==> src/rtl/spi_ctrl_pkg.sv <==
package spi_ctrl_pkg;
  localparam int unsigned WORD_W = 16;
  localparam int unsigned CNT_W  = 5;
  localparam int unsigned ECNT_W = CNT_W + 1;
  localparam int unsigned SEL_W  = 8;
  localparam int unsigned RATE_W = 8;

  typedef enum logic [1:0] {
    REG_CTRL = 2'd0,
    REG_STAT = 2'd1,
    REG_SCNT = 2'd2,
    REG_DATA = 2'd3
  } reg_addr_e;

  typedef struct packed {
    logic [RATE_W-1:0] rate;
    logic [1:0]        rsvd;
    logic              split;
    logic              irq_en;
    logic              wide;
    logic              cpha;
    logic              cpol;
    logic              master;
  } ctrl_t;

  function automatic logic [CNT_W-1:0] xfer_len(ctrl_t c, logic [CNT_W-1:0] cnt);
    if (cnt == '0)                  return (c.wide && !c.split) ? CNT_W'(16) : CNT_W'(8);
    else if (cnt > CNT_W'(WORD_W))  return CNT_W'(WORD_W);
    else                            return cnt;
  endfunction
endpackage

==> src/rtl/spi_ctrl_div.sv <==
module spi_ctrl_div #(
  parameter int unsigned RATE_W = 8,
  parameter int unsigned UNIT   = 1
) (
  input  logic              clk_i,
  input  logic              rst_ni,
  input  logic              run_i,
  input  logic [RATE_W-1:0] rate_i,
  output logic              tick_o
);
  localparam int unsigned CW = RATE_W + $clog2(UNIT) + 1;

  logic [CW-1:0] reload, cnt_q;

  assign reload = (CW'(rate_i) + CW'(1)) * CW'(UNIT) - CW'(1);
  assign tick_o = run_i && (cnt_q == '0);

  always_ff @(posedge clk_i or negedge rst_ni) begin
    if (!rst_ni)             cnt_q <= '0;
    else if (!run_i)         cnt_q <= reload;
    else if (cnt_q == '0)    cnt_q <= reload;
    else                     cnt_q <= cnt_q - CW'(1);
  end

  // consecutive ticks only when the half period is a single cycle
  a_r2_tick_spacing: assert property (@(posedge clk_i) disable iff (!rst_ni)
    tick_o && $past(tick_o) && $past(run_i) && $stable(rate_i) |-> reload == '0);
endmodule

==> src/rtl/spi_ctrl_engine.sv <==
module spi_ctrl_engine
  import spi_ctrl_pkg::*;
(
  input  logic              clk_i,
  input  logic              rst_ni,
  input  logic              master_i,
  input  logic              cpol_i,
  input  logic              cpha_i,
  input  logic              start_i,
  input  logic [WORD_W-1:0] tx_word_i,
  input  logic [CNT_W-1:0]  len_i,
  input  logic              tick_i,
  input  logic              sclk_i,
  input  logic              ss_ni,
  input  logic              sdi_i,
  output logic              busy_o,
  output logic              done_o,
  output logic              run_o,
  output logic [WORD_W-1:0] rx_word_o,
  output logic              sclk_o,
  output logic              sdo_o,
  output logic              sdo_oe_o
);
  logic [2:0]        sclk_q, ss_q;
  logic              busy_q, done_q, sclk_r;
  logic [ECNT_W-1:0] ecnt_q;
  logic [CNT_W-1:0]  len_q;
  logic [WORD_W-1:0] tx_q, rx_q;

  logic s_edge, s_fall, s_sel, start, edge_evt, leading, do_sample, do_shift, last;

  always_ff @(posedge clk_i or negedge rst_ni) begin
    if (!rst_ni) begin
      sclk_q <= '0;
      ss_q   <= '1;
    end else begin
      sclk_q <= {sclk_q[1:0], sclk_i};
      ss_q   <= {ss_q[1:0], ss_ni};
    end
  end

  assign s_edge    = sclk_q[2] ^ sclk_q[1];
  assign s_fall    = ss_q[2] & ~ss_q[1];
  assign s_sel     = ~ss_q[1];
  assign start     = master_i ? (start_i & ~busy_q) : s_fall;
  assign edge_evt  = busy_q & (master_i ? tick_i : s_edge);
  assign leading   = ~ecnt_q[0];
  assign do_sample = edge_evt & (cpha_i ? ~leading : leading);
  assign do_shift  = edge_evt & (cpha_i ? (leading & (ecnt_q != '0)) : ~leading);
  assign last      = edge_evt & (ecnt_q == ({len_q, 1'b0} - ECNT_W'(1)));

  always_ff @(posedge clk_i or negedge rst_ni) begin
    if (!rst_ni) begin
      busy_q <= 1'b0;
      done_q <= 1'b0;
      sclk_r <= 1'b0;
      ecnt_q <= '0;
      len_q  <= '0;
      tx_q   <= '0;
      rx_q   <= '0;
    end else begin
      done_q <= 1'b0;
      if (start) begin
        busy_q <= 1'b1;
        ecnt_q <= '0;
        len_q  <= len_i;
        tx_q   <= tx_word_i << (ECNT_W'(WORD_W) - ECNT_W'(len_i));
        rx_q   <= '0;
        sclk_r <= cpol_i;
      end else if (!master_i && busy_q && !s_sel) begin
        busy_q <= 1'b0;
      end else if (edge_evt) begin
        ecnt_q <= ecnt_q + ECNT_W'(1);
        sclk_r <= ~sclk_r;
        if (do_sample) rx_q <= {rx_q[WORD_W-2:0], sdi_i};
        if (do_shift)  tx_q <= tx_q << 1;
        if (last) begin
          busy_q <= 1'b0;
          done_q <= 1'b1;
        end
      end
    end
  end

  assign busy_o    = busy_q;
  assign done_o    = done_q;
  assign run_o     = busy_q & master_i;
  assign rx_word_o = rx_q;
  assign sclk_o    = (busy_q & master_i) ? sclk_r : cpol_i;
  assign sdo_o     = tx_q[WORD_W-1];
  assign sdo_oe_o  = master_i | ~ss_ni;

  // an even number of toggles returns the clock to its rest level
  a_r2_sclk_rest: assert property (@(posedge clk_i) disable iff (!rst_ni)
    $fell(busy_q) && master_i |-> sclk_r == cpol_i);
  // edge counter never passes 2*N-1
  a_r4_edge_bound: assert property (@(posedge clk_i) disable iff (!rst_ni)
    busy_q |-> ecnt_q < {len_q, 1'b0});
  // no serial activity while idle
  a_r3_idle_quiet: assert property (@(posedge clk_i) disable iff (!rst_ni)
    !busy_q && !start |=> $stable(rx_q));
endmodule

==> src/rtl/spi_ctrl_regs.sv <==
module spi_ctrl_regs
  import spi_ctrl_pkg::*;
(
  input  logic              clk_i,
  input  logic              rst_ni,
  input  logic [1:0]        addr_i,
  input  logic [WORD_W-1:0] wdata_i,
  input  logic              we_i,
  input  logic              re_i,
  output logic [WORD_W-1:0] rdata_o,
  input  logic              busy_i,
  input  logic              done_i,
  input  logic [WORD_W-1:0] rx_word_i,
  output ctrl_t             cfg_o,
  output logic [WORD_W-1:0] tx_word_o,
  output logic [CNT_W-1:0]  len_o,
  output logic              start_o,
  output logic [SEL_W-1:0]  sel_o,
  output logic              irq_o
);
  ctrl_t             cfg_q;
  logic [CNT_W-1:0]  cnt_q;
  logic [SEL_W-1:0]  sel_q;
  logic [WORD_W-1:0] latch_q, hold_q;
  logic              start_q, done_f, par_f, ovr_f, unread_q;

  logic wr_ctrl, wr_scnt, wr_data, rd_stat, rd_data, busy_any;

  assign busy_any = busy_i | start_q;
  assign wr_ctrl  = we_i && (addr_i == REG_CTRL);
  assign wr_scnt  = we_i && (addr_i == REG_SCNT);
  assign wr_data  = we_i && (addr_i == REG_DATA) && !busy_any;
  assign rd_stat  = re_i && (addr_i == REG_STAT);
  assign rd_data  = re_i && (addr_i == REG_DATA);

  always_ff @(posedge clk_i or negedge rst_ni) begin
    if (!rst_ni) begin
      cfg_q    <= '0;
      cnt_q    <= '0;
      sel_q    <= '0;
      latch_q  <= '0;
      hold_q   <= '0;
      start_q  <= 1'b0;
      done_f   <= 1'b0;
      par_f    <= 1'b0;
      ovr_f    <= 1'b0;
      unread_q <= 1'b0;
    end else begin
      start_q <= wr_data & cfg_q.master;
      if (wr_ctrl) begin
        cfg_q      <= ctrl_t'(wdata_i);
        cfg_q.rsvd <= '0;
      end
      if (wr_scnt) begin
        sel_q <= wdata_i[WORD_W-1 -: SEL_W];
        cnt_q <= wdata_i[CNT_W-1:0];
      end
      if (wr_data) begin
        if (cfg_q.split) begin
          latch_q <= {{(WORD_W-SEL_W){1'b0}}, wdata_i[SEL_W-1:0]};
          sel_q   <= wdata_i[WORD_W-1 -: SEL_W];
        end else begin
          latch_q <= wdata_i;
        end
      end
      if (rd_stat) begin
        done_f <= 1'b0;
        ovr_f  <= 1'b0;
      end
      if (rd_data) unread_q <= 1'b0;
      if (done_i) begin
        done_f   <= 1'b1;
        par_f    <= ^rx_word_i;
        hold_q   <= rx_word_i;
        unread_q <= 1'b1;
        if (unread_q && !rd_data) ovr_f <= 1'b1;
      end
    end
  end

  always_comb begin
    unique case (reg_addr_e'(addr_i))
      REG_CTRL: rdata_o = cfg_q;
      REG_STAT: rdata_o = {{(WORD_W-4){1'b0}}, busy_any, ovr_f, par_f, done_f};
      REG_SCNT: rdata_o = {sel_q, {(WORD_W-SEL_W-CNT_W){1'b0}}, cnt_q};
      default:  rdata_o = hold_q;
    endcase
  end

  assign cfg_o     = cfg_q;
  assign tx_word_o = latch_q;
  assign len_o     = xfer_len(cfg_q, cnt_q);
  assign start_o   = start_q;
  assign sel_o     = sel_q;
  assign irq_o     = done_f & cfg_q.irq_en;

  // overrun only rises on a completion
  a_r6_ovr_cause: assert property (@(posedge clk_i) disable iff (!rst_ni)
    $rose(ovr_f) |-> $past(done_i));
  // completion always lands in the done flag
  a_r5_done_flag: assert property (@(posedge clk_i) disable iff (!rst_ni)
    done_i |=> done_f);
  // no start request while a transfer is in flight
  a_r10_no_restart: assert property (@(posedge clk_i) disable iff (!rst_ni)
    busy_i |=> !start_q);
endmodule

==> src/rtl/spi_ctrl.sv <==
module spi_ctrl
  import spi_ctrl_pkg::*;
#(
  parameter int unsigned DIV_UNIT = 1
) (
  input  logic              clk_i,
  input  logic              rst_ni,
  input  logic [1:0]        addr_i,
  input  logic [WORD_W-1:0] wdata_i,
  input  logic              we_i,
  input  logic              re_i,
  output logic [WORD_W-1:0] rdata_o,
  output logic              irq_o,
  output logic              sclk_o,
  input  logic              sclk_i,
  input  logic              ss_ni,
  input  logic              sdi_i,
  output logic              sdo_o,
  output logic              sdo_oe_o,
  output logic [SEL_W-1:0]  sel_o
);
  ctrl_t             cfg;
  logic [WORD_W-1:0] tx_word, rx_word;
  logic [CNT_W-1:0]  len;
  logic              start, busy, done, run, tick;

  spi_ctrl_regs u_regs (
    .clk_i, .rst_ni, .addr_i, .wdata_i, .we_i, .re_i, .rdata_o,
    .busy_i(busy), .done_i(done), .rx_word_i(rx_word),
    .cfg_o(cfg), .tx_word_o(tx_word), .len_o(len), .start_o(start),
    .sel_o, .irq_o
  );

  spi_ctrl_div #(.RATE_W(RATE_W), .UNIT(DIV_UNIT)) u_div (
    .clk_i, .rst_ni, .run_i(run), .rate_i(cfg.rate), .tick_o(tick)
  );

  spi_ctrl_engine u_engine (
    .clk_i, .rst_ni,
    .master_i(cfg.master), .cpol_i(cfg.cpol), .cpha_i(cfg.cpha),
    .start_i(start), .tx_word_i(tx_word), .len_i(len), .tick_i(tick),
    .sclk_i, .ss_ni, .sdi_i,
    .busy_o(busy), .done_o(done), .run_o(run), .rx_word_o(rx_word),
    .sclk_o, .sdo_o, .sdo_oe_o
  );
endmodule

==> config.mk <==
export PLATFORM = sky130hd
export DESIGN_NAME = spi_ctrl
export DESIGN_NICKNAME = d
export VERILOG_FILES = /design/src/rtl/spi_ctrl_pkg.sv /design/src/rtl/spi_ctrl_div.sv /design/src/rtl/spi_ctrl_engine.sv /design/src/rtl/spi_ctrl_regs.sv /design/src/rtl/spi_ctrl.sv
export SDC_FILE = /design/constraint.sdc
export NUM_CORES = 1
export LEC_CHECK = 0
export BUFFER_PORTS_ARGS = -buffer_cell sky130_fd_sc_hd__buf_2
export CORE_ASPECT_RATIO = 1.2
export CORE_MARGIN = 1.5
export CORE_UTILIZATION = 40
export CTS_CLUSTER_DIAMETER = 60
export CTS_CLUSTER_SIZE = 24
export DETAILED_ROUTE_END_ITERATION = 7
export GPL_ROUTABILITY_DRIVEN = 0
export PLACE_DENSITY = 0.56
export SLEW_MARGIN = 10
export SYNTH_ARGS = -nofsm -noshare
export SYNTH_HDL_FRONTEND = slang
export SYNTH_SLANG_ARGS = --single-unit
export TNS_END_PERCENT = 10
==> constraint.sdc <==
create_clock -name clk_i -period 3.3 [get_ports clk_i]
set_input_delay 0.495 -clock clk_i [delete_from_list [all_inputs] [get_ports clk_i]]
set_output_delay 0.495 -clock clk_i [all_outputs]
set_load 0.01 [all_outputs]
; After elaboration in Yosys (flattened, before gate mapping)
; Index checks and enable logic that the tools add are counted.
[classes]
add_sub_neg = 6
mul = 0
n_div = 0
magnitude_cmp = 1
eq_ne = 5
n_shift = 1
n_mux = 44
bitwise_logic = 18
n_reduce_logical = 31
[ops]
columns = cell, n
row1 = two-way mux 16 bit, 9
row2 = case mux 16 bit (3 select lines), 1
row3 = two-way mux 8 bit, 3
row4 = two-way mux 1 bit, 23
row5 = two-way mux 6 bit, 3
row6 = two-way mux 9 bit, 2
row7 = "subtractor 9 x 1 -> 9 bit, second input constant", 2
row8 = XOR reduction 16 bit, 1
row9 = << shifter 16 x 6 -> 16 bit, 1
row10 = two-way mux 5 bit, 3
row11 = logical AND 1 bit, 11
row12 = AND 1 bit, 10
row13 = nonzero test 2 bit, 5
row14 = "adder 8 x 1 -> 9 bit, second input constant", 1
row15 = logical NOT 9 bit, 1
row16 = "adder 6 x 1 -> 6 bit, second input constant", 1
row17 = == test 6 bit, 1
row18 = AND reduction 3 bit, 2
row19 = nonzero test 3 bit, 2
row20 = nonzero test 6 bit, 1
row21 = "subtractor 5 x 5 -> 6 bit, first input constant", 1
row22 = "subtractor 6 x 1 -> 6 bit, second input constant", 1
row23 = "> comparator 5 bit, second input constant", 1
row24 = logical NOT 5 bit, 1
row25 = 9 further kinds, 19
[word_totals]
regBits = 125
latch_bits = 0
mem_bits_rw = 0
rom_bits = 0
input_bits = 25
out_inout_bits = 28
wordCells = 132
memories = 0

; Longest topological paths before layout
; Gate-level depths: netlist of run 1.
[depth]
ltp_word = 9
ltp_mapped = 13
mapped_depth_nobuf = 9

; Cells and area by module
; A second synthesis of run 1 with hierarchy kept.
[unflattened]
hier_cells = 601
area_unflattened_um2 = 6747.7
[by_module_without_submodules]
columns = mod, n_inst, cells_per_inst, area_each_um2, seq_area_each_um2
row1 = spi_ctrl_engine, 1, 325, 3238.1, 1305.0
row2 = spi_ctrl_regs, 1, 229, 2986.6, 1601.5
row3 = spi_ctrl_div, 1, 47, 523.0, 225.2

; Worst setup path after synthesis of run 1
; Ideal clock, no wire load.
[synth_timing]
path_type = flip-flop to flip-flop
start = register u_regs.cnt_q[4]
end = register u_engine.tx_q[13]
setup_ns = 0.145
t_arrival_ns = 2.862
required_time_ns = 3.155
setup_slack_ns = 0.293
path_stages_with_launch = 12
n_path_buf = 4
synth_period_minus_slack_ns = 3.007
cell_sequence = dfrtp_1 -> nor2b_1 -> buf_4 -> buf_2 -> inv_1 -> ha_1 -> clkbuf_1 -> xnor2_1 -> buf_2 -> mux4_2 -> a211oi_1 -> o22ai_1
[synth_via]
elab_chain_cells = 6
word_cells_on_any_way = 7
classes_between = 1 x add/sub / 1 x order compare / 1 x shift / 3 x mux / 1 x reduce/logical
[synth_lines]
columns = item, line
row1 = "start, declared", spi_ctrl_regs.sv:22  ; logic [CNT_W-1:0] cnt_q;
row2 = "start signal, assigned", spi_ctrl_regs.sv:56  ; cnt_q <= wdata_i[CNT_W-1:0];
row3 = > comparator 5 bit, spi_ctrl_pkg.sv:28  ; else if (cnt > CNT_W'(WORD_W)) return CNT_W'(WORD_W);
row4 = two-way mux 5 bit, spi_ctrl_pkg.sv:28
row5 = two-way mux 5 bit (*), spi_ctrl_pkg.sv:27  ; if (cnt == '0) return (c.wide && !c.split) ? CNT_W'(16) : CNT_W'(8);
row6 = subtractor 5 x 5 -> 6 bit (*), spi_ctrl_engine.sv:67  ; tx_q <= tx_word_i << (ECNT_W'(WORD_W) - ECNT_W'(len_i));
row7 = << shifter 16 x 6 -> 16 bit (*), spi_ctrl_engine.sv:67
row8 = two-way mux 16 bit (*), spi_ctrl_engine.sv:63  ; if (start) begin
row9 = "end signal, assigned", spi_ctrl_engine.sv:67
row10 = "end signal, assigned", spi_ctrl_engine.sv:76  ; if (do_shift) tx_q <= tx_q << 1;
row11 = "end, declared", spi_ctrl_engine.sv:28  ; logic [WORD_W-1:0] tx_q, rx_q;
; Every way passes the cells marked *; elsewhere a longest branch is shown, timed or not.
; A chain may end at the register's enable or synchronous reset.

; Final worst setup path of run 1
[layout_timing]
start = register u_div.cnt_q[2]
end = register u_engine.rx_q[5], in the netlist u_engine.rx_word_o[5]
[layout_via]
elab_chain_cells = 7
word_cells_on_any_way = 8
classes_between = 1 x mux / 2 x bitwise / 5 x reduce/logical
[layout_lines]
columns = item, line
row1 = "start, declared", spi_ctrl_div.sv:13  ; logic [CW-1:0] reload, cnt_q;
row2 = "start signal, assigned", spi_ctrl_div.sv:20  ; else if (!run_i) cnt_q <= reload;
row3 = "start signal, assigned", spi_ctrl_div.sv:21  ; else if (cnt_q == '0) cnt_q <= reload;
row4 = "start signal, assigned", spi_ctrl_div.sv:22  ; else cnt_q <= cnt_q - CW'(1);
row5 = logical NOT 9 bit (*), spi_ctrl_div.sv:16  ; assign tick_o = run_i && (cnt_q == '0);
row6 = logical AND 1 bit (*), spi_ctrl_div.sv:16
row7 = two-way mux 1 bit (*), spi_ctrl_engine.sv:46  ; assign edge_evt = busy_q & (master_i ? tick_i : s_edge);
row8 = AND 1 bit (*), spi_ctrl_engine.sv:46
row9 = AND 1 bit, spi_ctrl_engine.sv:48  ; assign do_sample = edge_evt & (cpha_i ? ~leading : leading);
row10 = nonzero test 2 bit (no line), -
row11 = AND reduction 3 bit (no line) (*), -
row12 = "end signal, assigned", spi_ctrl_engine.sv:75  ; if (do_sample) rx_q <= {rx_q[WORD_W-2:0], sdi_i};
row13 = "end, declared", spi_ctrl_engine.sv:28
; Marks and branches as above.

==> results of run 1 <==
-- area by class of cell --
type / count / area (sq um)
Antenna cell: 1 / 2.502
Clock buffer: 19 / 452.9
Clock inverter: 13 / 165.2
Fill cell: 1476 / 8254
Inverter: 16 / 60.06
Multi-Input combinational cell: 407 / 3103
Sequential cell: 125 / 3132
Tap cell: 208 / 260.3
Timing Repair Buffer: 60 / 335.3
-- report_power, final --
group          total [mW]  leakage (nW)  switching (mW)  internal [mW]
logic                1.45          1.47           0.740          0.705
clock network        1.94         0.292           0.711           1.23
registers            2.12          1.59           0.300           1.82
-- stage by stage --
stage,utilization [%],power [mW],area (sq um)
final,47.64,5.509,7511
after global routing,47.63,5.824,7508
after CTS,47.63,5.551,7508
after detailed placement,43.71,3.596,6890
after global placement,43.71,3.555,6890
after floorplan,-,3.178,6490
-- placed cells by master (no fill, tap or decap), drive strengths merged, types with 4 or more instances in the layout --
cell and n:
clkinv 5, buf 60, a22o 16, nand3 8, ha 5, a21oi 21
dfrtp 122, mux2i 23, nor3 5, nor2 36, and2 5, nor2b 4
xnor2 27, xor2 9, nand2 66, inv 17, o31ai 4, mux4 17
mux2 54, nand2b 4, o22ai 4, o21a 6, clkbuf 19, and3 4
clkinvlp 4, o21ai 50
-- state kept, by name (all words and copies together), names as in the netlist, 3 cells and up --
| name | cells |
|---|---|
| u_div.cnt_q | 9 |
| u_engine.ecnt_q | 6 |
| u_engine.len_q | 5 |
| u_engine.rx_word_o | 16 |
| u_engine.sclk_q | 3 |
| u_engine.ss_q | 3 |
| u_engine.tx_q | 16 |
| u_regs.cfg_o | 14 |
| u_regs.cnt_q | 5 |
| u_regs.hold_q | 16 |
| u_regs.sel_o | 8 |
| u_regs.tx_word_o | 16 |
-- worst reg2reg max path, delay by kind of cell (launching register included) --
kind,cells,cell delay [ns]
simple gates,4,1.95
compound gates,1,0.23
flops,1,0.41
-- routing by layer --
| metal | vias up | global-route usage [%] | part of all wire [%] |
|---|---|---|---|
| li1 | 2170 | - | - |
| met3 | 25 | 4.607 | 3.8 |
| met5 | - | 0 | 0 |
| met2 | 100 | 32.61 | 51 |
| met1 | 2309 | 24.20 | 43 |
| met4 | 0 | 7.229 | 2.0 |
-- worst max-delay path by stage --
stage / start / end / slack, ns / cells after the start
floorplan: u_regs.cnt_q[4] / u_engine.tx_q[13] / 0.29 / 11
global placement: u_div.cnt_q[2] / u_engine.rx_word_o[13] / 0.75 / 5
detailed placement: u_div.cnt_q[0] / u_engine.rx_word_o[7] / 0.64 / 7
CTS: u_div.cnt_q[2] / u_engine.rx_word_o[5] / 0.62 / 5
global route: u_div.cnt_q[0] / u_engine.rx_word_o[11] / 0.49 / 7
finish: u_div.cnt_q[2] / u_engine.rx_word_o[5] / 0.64 / 5
-- kinds of logic after synthesis --
family | share of synthesized area, %
xor+xnor | 4.858
compound gates | 11.76
buf+inv | 4.048
flops | 48.26
mux | 18.87
simple gates | 11.24
fa+ha+maj | 0.9639
==> qor.csv, run 1 <==
metric,value,unit
status,"complete, no violations",
worstHoldPathCells,1,
grt_pass1_vias,4758,
yosys.area.top_type,dfrtp_1,
synth-seq-cells,125,
yosysWarnings,0,
syn_nets,611,
period_minus_slack,2.658,ns
die_area,17000,sq um
min_path_type,input port to register,
slew_viol_final,0,
hpwl,10810,microns
cp_top_family,simple AND/OR/NAND/NOR gates,
crit_path_cell_trace,"or4_4, nor4b_2, or2_1, and3_1, a22o_1",
final.setup.tns,0,ns
cpMaxStageDelayCell,and3_1,
crit_buf_inv,0,
r2r_start,u_div.cnt_q[2],
syn_area,6490,sq um
io_pins,53,
worstPathArrival,3.01,ns
reg2reg_to,u_engine.rx_word_o[5],
avgRoutedWirePerCell,17.73,microns
yosysSeqAreaShare,48.26,%
numPortBuffers,52,
timing.fmax,376.2,MHz
maxCapViolations,0,
dp_cells,816,
ys_types,64,
path_class,register to register,
syn_area_per_cell,11.17,sq um
root_buffer,clkbuf_16,
dr.pass1.iters,4,
setup_viol,0,
power_density,733.5,nW/um^2
ys.flop_type,dfrtp_1,
antenna_found_initial,0,
ctsHoldBuffers,0,
end_kind,register,
dp_slack,0.6377,ns
grt_max_degree,75,
cts_buffers,17,
final-hold-violation-count,0,
yosys-top-cells-count,"dfrtp_1, nand2_1, mux2_2",
worst_ir_drop_vdd,451.5,uV
hp-start,sclk_i,
gr-usage-all-layers,19.34,%
area_growth,15.73,%
worstSkewPairLatency,0.42,ns
max_stage_delay,0.62,ns
worst_slew_pin_slew,1.004,ns
overflow,0,
synth_edf_count,0,
reg2reg_slack,0.64,ns
num_rows,50,
reg2reg_depth,5,
instances_no_fill,849,
initial_utilization,41.17,%
clk_pin_slew_worst_paths,0.06,ns
synth-async-reset-ratio,100.0,%
startpoint_type,register,
relSlewSlack,32.94,%
ctsResizeCount,0,
core_area,15770,sq um
netlist_instances,581,
cts.sinks,125,
crit_fanout,16,
die_h,142.5,microns
period_share,80.55,%
synth_area_leaders,"dfrtp_1, mux2_2, mux4_2",
drive_gt1_share,27.97,%
power_leakage,3.351,nW
drt_iter0_drc,252,
cts_tree,done,
viasPerCell,5.423,
finalClockSkew,0.007100,ns
drtAntennaViolNets,0,
wl,15050,microns
vias,4604,
postCtsSetupBuffers,0,
rsz0062_at_grt,false,
clockBufferDepth,2,
nets,657,
whs,0.1799,ns
netlist.area_leader.share,47.04,%
crit_required,3.65,ns
drc,0,
htree_levels,4,
min_to,u_engine.sclk_q[0],
grt_pass1_wl,25410,microns
finalWorstSetupSlack,0.6418,ns
synth.most_common_cell,dfrtp_1,
fp.dieW,119.3,microns
Note: power is estimated with default switching activity, not from simulation.
==> run 2: changes to the inputs <==
==> constraint.sdc (replaced) <==
create_clock -name clk_i -period 2.72 [get_ports clk_i]
set_input_delay 0.408 -clock clk_i [delete_from_list [all_inputs] [get_ports clk_i]]
set_output_delay 0.408 -clock clk_i [all_outputs]
set_load 0.01 [all_outputs]
==> run 2 against run 1 <==
Effect of this change: wire length up 0.82%; first-iteration DRC count fell by 30%; register-to-register slack lost 0.34 ns; core utilization grew 0.20 points; count of clock-buffer cells in the layout shrank 1; hold slack got worse by 0.12 ns.
==> qor.csv, run 2 (same netlist as run 1, synthesis figures left out) <==
metric,value,unit
cts_tree,done,
die_area,17000,sq um
fp.dieW,119.3,microns
power_leakage,3.382,nW
dr.pass1.iters,4,
postCtsSetupBuffers,0,
drtAntennaViolNets,0,
avgRoutedWirePerCell,17.72,microns
crit_fanout,10,
end_kind,register,
clkPwrFrac,33.9,%
final-hold-violation-count,0,
finalWorstSetupSlack,0.3060,ns
slew_viol_final,0,
hpwl,11050,microns
crit_path_cell_trace,"inv_1, ha_1, or2b_2, nor4b_2, o21ai_1, buf_4, o21ai_0, o21ai_0, o21a_1",
power_density,875.0,nW/um^2
grt_pass1_wl,25300,microns
gr-usage-all-layers,19.26,%
cpMaxStageDelayCell,dfrtp_1,
timing.fmax,414.3,MHz
worst_slew_pin_slew,0.9965,ns
nets,665,
dp_slack,0.3491,ns
antennaDiodeCount,0,
relSlewSlack,33.43,%
final_common_cell,dfrtp_1,
crit_required,3.03,ns
final.setup.tns,0,ns
pwr-share-seq,38.9,%
status,"complete, no violations",
mostFrequentLayoutCells,"dfrtp_1, nand2_1, mux2_2",
intPower,4.467,mW
worstSkewPairLatency,0.42,ns
cts_buffers,17,
drc,0,
num_rows,50,
startpoint_type,register,
worst_ir_drop_vdd,426.0,uV
ctsResizeCount,0,
cts.sinks,125,
finalClockSkew,0.008184,ns
switching_share,32.30,%
clockBufferDepth,2,
grt_pass1_vias,4864,
die_h,142.5,microns
final_util,47.84,%
clk_pin_slew_worst_paths,0.06,ns
min_path_type,input port to asynchronous set/reset pin,
p_comb_share,27.3,%
initial_utilization,41.17,%
p_switching,2.132,mW
worstPathArrival,2.72,ns
io_pins,53,
viasPerCell,5.368,
wl,15170,microns
maxCapViolations,0,
rsz0062_at_grt,false,
grt_max_degree,60,
overflow,0,
setup_viol,0,
drt_iter0_drc,177,
antenna_found_initial,0,
core_area,15770,sq um
cp_common_cell,o21ai_0,
vias,4595,
max_stage_delay,0.42,ns
period_share,88.75,%
ctsHoldBuffers,0,
period_minus_slack,2.414,ns
path_class,register to register,
numPortBuffers,52,
area_growth,16.21,%
htree_levels,4,
drive_gt1_share,29.01,%
root_buffer,clkbuf_16,
[run 2: changes by cell type in the layout (fill, tap and decap cells not counted), sizes merged]
cell / before / now
buf: 60 / 68
bufinv: 3 / 2
clkbuf: 19 / 18
clkinv: 5 / 7
diode: 1 / 0
[run 2: layer usage]
metal	global-route usage [%]	share of wire, %	wire length [microns]
met1	22.72	43	6457
met2	34.68	53	8081
met3	4.527	3.3	504
met4	6.024	0.85	129
met5	0	0	0
[run 2: final timing paths]
| kind | startpoint | endpoint | slack [ns] | depth (start not counted) |
|---|---|---|---|---|
| hold / removal | rst_ni | u_engine.ecnt_q[2] | 0.06 | 1 |
| setup / recovery | u_div.cnt_q[0] | u_engine.tx_q[7] | 0.31 | 9 |
| max in group asynchronous | rst_ni | u_engine.tx_q[3] | 1.90 | 2 |
| hold reg to reg | u_engine.sclk_q[0] | u_engine.sclk_q[1] | 0.35 | 0 |
| setup reg to reg | u_div.cnt_q[0] | u_engine.tx_q[7] | 0.31 | 9 |
| min in group clk_i | sclk_i | u_engine.sclk_q[0] | 0.09 | 1 |
[run 2: layout make-up]
| type | count | area [sq um] |
|---|---|---|
| inverter | 16 | 60.06 |
| timing repair buffer | 68 | 395.4 |
| clock buffer | 18 | 439.2 |
| fill | 1481 | 8223 |
| clock inverter | 14 | 145.1 |
| sequential | 125 | 3132 |
| multi-input combinational | 407 | 3110 |
| tap | 208 | 260.3 |
[run 2: per-stage QoR]
step                      hold WS (ns)  cells  area, sq um  power (mW)
final                          0.05946    856         7542       6.599
after global routing           0.06797    856         7542       6.993
after CTS                      0.07778    856         7542       6.668
after detailed placement        0.3372    824         6958       4.399
after global placement          0.3336    824         6958       4.350
after floorplan                 0.1124    581         6504       3.870
[run 2: critical path, delay by kind of cell, from the launching register on]
| family | cells | cell delay [ns] |
|---|---|---|
| AND/OR/NAND/NOR | 2 | 0.69 |
| buffers and inverters | 2 | 0.35 |
| AO/OA/AOI/OAI | 4 | 0.63 |
| adder cells (fa/ha/maj) | 1 | 0.23 |
| flip-flops | 1 | 0.42 |
[run 2: power groups by stage]
stage / logic [mW] / clock network, mW / registers (mW)
global placement: 1.77 / 0 / 2.58
global route: 2.00 / 2.37 / 2.62
finish: 1.80 / 2.24 / 2.57
detailed placement: 1.81 / 0 / 2.59
CTS: 1.82 / 2.28 / 2.57
floorplan: 1.38 / 0 / 2.49
==> run 3: changes to the inputs <==
--- a/config.mk
+++ b/config.mk
@@ -8,12 +8,12 @@
 export BUFFER_PORTS_ARGS = -buffer_cell sky130_fd_sc_hd__buf_2
 export CORE_ASPECT_RATIO = 1.2
 export CORE_MARGIN = 1.5
-export CORE_UTILIZATION = 40
+export CORE_UTILIZATION = 45
 export CTS_CLUSTER_DIAMETER = 60
 export CTS_CLUSTER_SIZE = 24
 export DETAILED_ROUTE_END_ITERATION = 7
 export GPL_ROUTABILITY_DRIVEN = 0
-export PLACE_DENSITY = 0.56
+export PLACE_DENSITY = 0.62
 export SLEW_MARGIN = 10
 export SYNTH_ARGS = -nofsm -noshare
 export SYNTH_HDL_FRONTEND = slang
==> run 3 against run 2 <==
Effect of this change: register-to-register slack got worse by 0.12 ns; wire length fell by 1.5%; final cell count fell by 4.6%; via count rose by 0.96%; global-route usage rose by 1.8 points; critical endpoint is now u_engine.tx_q[6].
==> qor.csv, run 3 (same netlist as run 1, synthesis figures left out) <==
metric,value,unit
hpwl,10720,microns
drtAntennaViolNets,0,
cts.sinks,125,
mostFrequentLayoutCells,"dfrtp_1, nand2_1, mux2_2",
reg2reg_depth,9,
maxCapViolations,0,
power_leakage,3.369,nW
grt_pass1_vias,4854,
final.setup.tns,0,ns
crit_required,3.03,ns
worstPathArrival,2.84,ns
gr-usage-all-layers,21.02,%
startpoint_type,register,
worst_ir_drop_vdd,540.5,uV
status,"complete, no violations",
reg2reg_slack,0.19,ns
crit_fanout,11,
numPortBuffers,52,
dr.pass1.iters,5,
final_common_cell,dfrtp_1,
nets,663,
wl,14950,microns
overflow,0,
crit_end,u_engine.tx_q[6],
htree_levels,4,
finalClockSkew,0.01043,ns
postCtsSetupBuffers,0,
r2r_start,u_div.cnt_q[0],
die_h,134.6,microns
finalWorstSetupSlack,0.1866,ns
core_area,13940,sq um
avgRoutedWirePerCell,18.29,microns
end_kind,register,
clk_pin_slew_worst_paths,0.06,ns
ctsHoldBuffers,0,
viasPerCell,5.678,
drc,0,
initial_utilization,46.57,%
antenna_found_initial,0,
cp-startpoint,u_div.cnt_q[0],
min_path_type,input port to asynchronous set/reset pin,
period_minus_slack,2.533,ns
root_buffer,clkbuf_16,
slew_viol_final,0,
clockBufferDepth,2,
worst_slew_pin_slew,1.049,ns
antennaDiodeCount,0,
die_area,15150,sq um
fin_area,7461,sq um
drive_gt1_share,28.48,%
timing.fmax,394.7,MHz
io_pins,53,
path_class,register to register,
final-hold-violation-count,0,
rsz0062_at_grt,false,
period_share,93.14,%
worstSkewPairLatency,0.42,ns
cts_buffers,17,
grt_pass1_wl,24930,microns
cts_tree,done,
vias,4639,
setup_viol,0,
ctsResizeCount,0,
power_density,879.6,nW/um^2
reg2reg_to,u_engine.tx_q[6],
fp.dieW,112.6,microns
placed_area,6884,sq um
relSlewSlack,29.94,%
area_growth,14.96,%
grt_max_degree,62,
dp_slack,0.1832,ns
drt_iter0_drc,215,
num_rows,47,
[run 3: changes by cell type in the layout (fill, tap and decap cells not counted)]
cell / change
clkinv_2: +1
clkinvlp_4: -1
clkinv_4: -3
buf_4: -1
clkbuf_1: +2
clkbuf_8: +1
buf_12: -1
[run 3: worst min-delay path by stage]
stage / from / to / slack, ns / cells after the start
3_5_place_dp: u_engine.sclk_q[0] / u_engine.sclk_q[1] / 0.34 / 0
4_1_cts: rst_ni / u_engine.ecnt_q[2] / 0.09 / 1
2_1_floorplan: rst_ni / u_div.cnt_q[0] / 0.11 / 0
5_1_grt: sclk_i / u_engine.sclk_q[0] / 0.09 / 1
6_report: rst_ni / u_engine.sclk_q[2] / 0.07 / 1
3_3_place_gp: u_engine.sclk_q[0] / u_engine.sclk_q[1] / 0.34 / 0
[run 3: critical path, stage by stage, from the launching register on]
cell,delay [ns]
dfrtp_1,0.43
inv_1,0.08
ha_1,0.22
or2b_2,0.35
nor4b_2,0.42
o21ai_1,0.29
buf_4,0.26
o21ai_0,0.15
o21ai_0,0.10
o21a_1,0.11
[run 3: final cells by class]
type,count,area (sq um)
Fill cell,1213,6476
Sequential cell,125,3132
Multi-Input combinational cell,407,3110
Clock buffer,21,460.4
Timing Repair Buffer,66,367.9
Tap cell,171,214.0
Clock inverter,11,116.4
Inverter,16,60.06
[run 3: report_power, final]
part           leakage, nW  internal (mW)  switching [mW]  total [mW]
Combinational         1.50          0.870           0.903        1.77
Sequential            1.59           2.21           0.365        2.58
Clock                0.279           1.39           0.819        2.21
Total                 3.37           4.47            2.09        6.56
[run 3: per-layer routing]
layer / GRT usage, % / routed length (microns) / vias to the layer above
met3: 4.847 / 506 / 12
met2: 37.06 / 7836 / 98
li1: - / - / 2183
met4: 5.415 / 137 / 0
met5: 0 / 0 / -
met1: 26.12 / 6465 / 2346
[run 3: metrics by stage]
step	hold slack (ns)	util (%)	std cells	total power, mW
floorplan	0.1124	-	581	3.870
global placement	0.3357	49.39	785	4.320
detailed placement	0.3370	49.39	785	4.379
CTS	0.08527	53.53	817	6.617
global route	0.08976	53.53	817	6.936
finish	0.06876	53.53	817	6.562
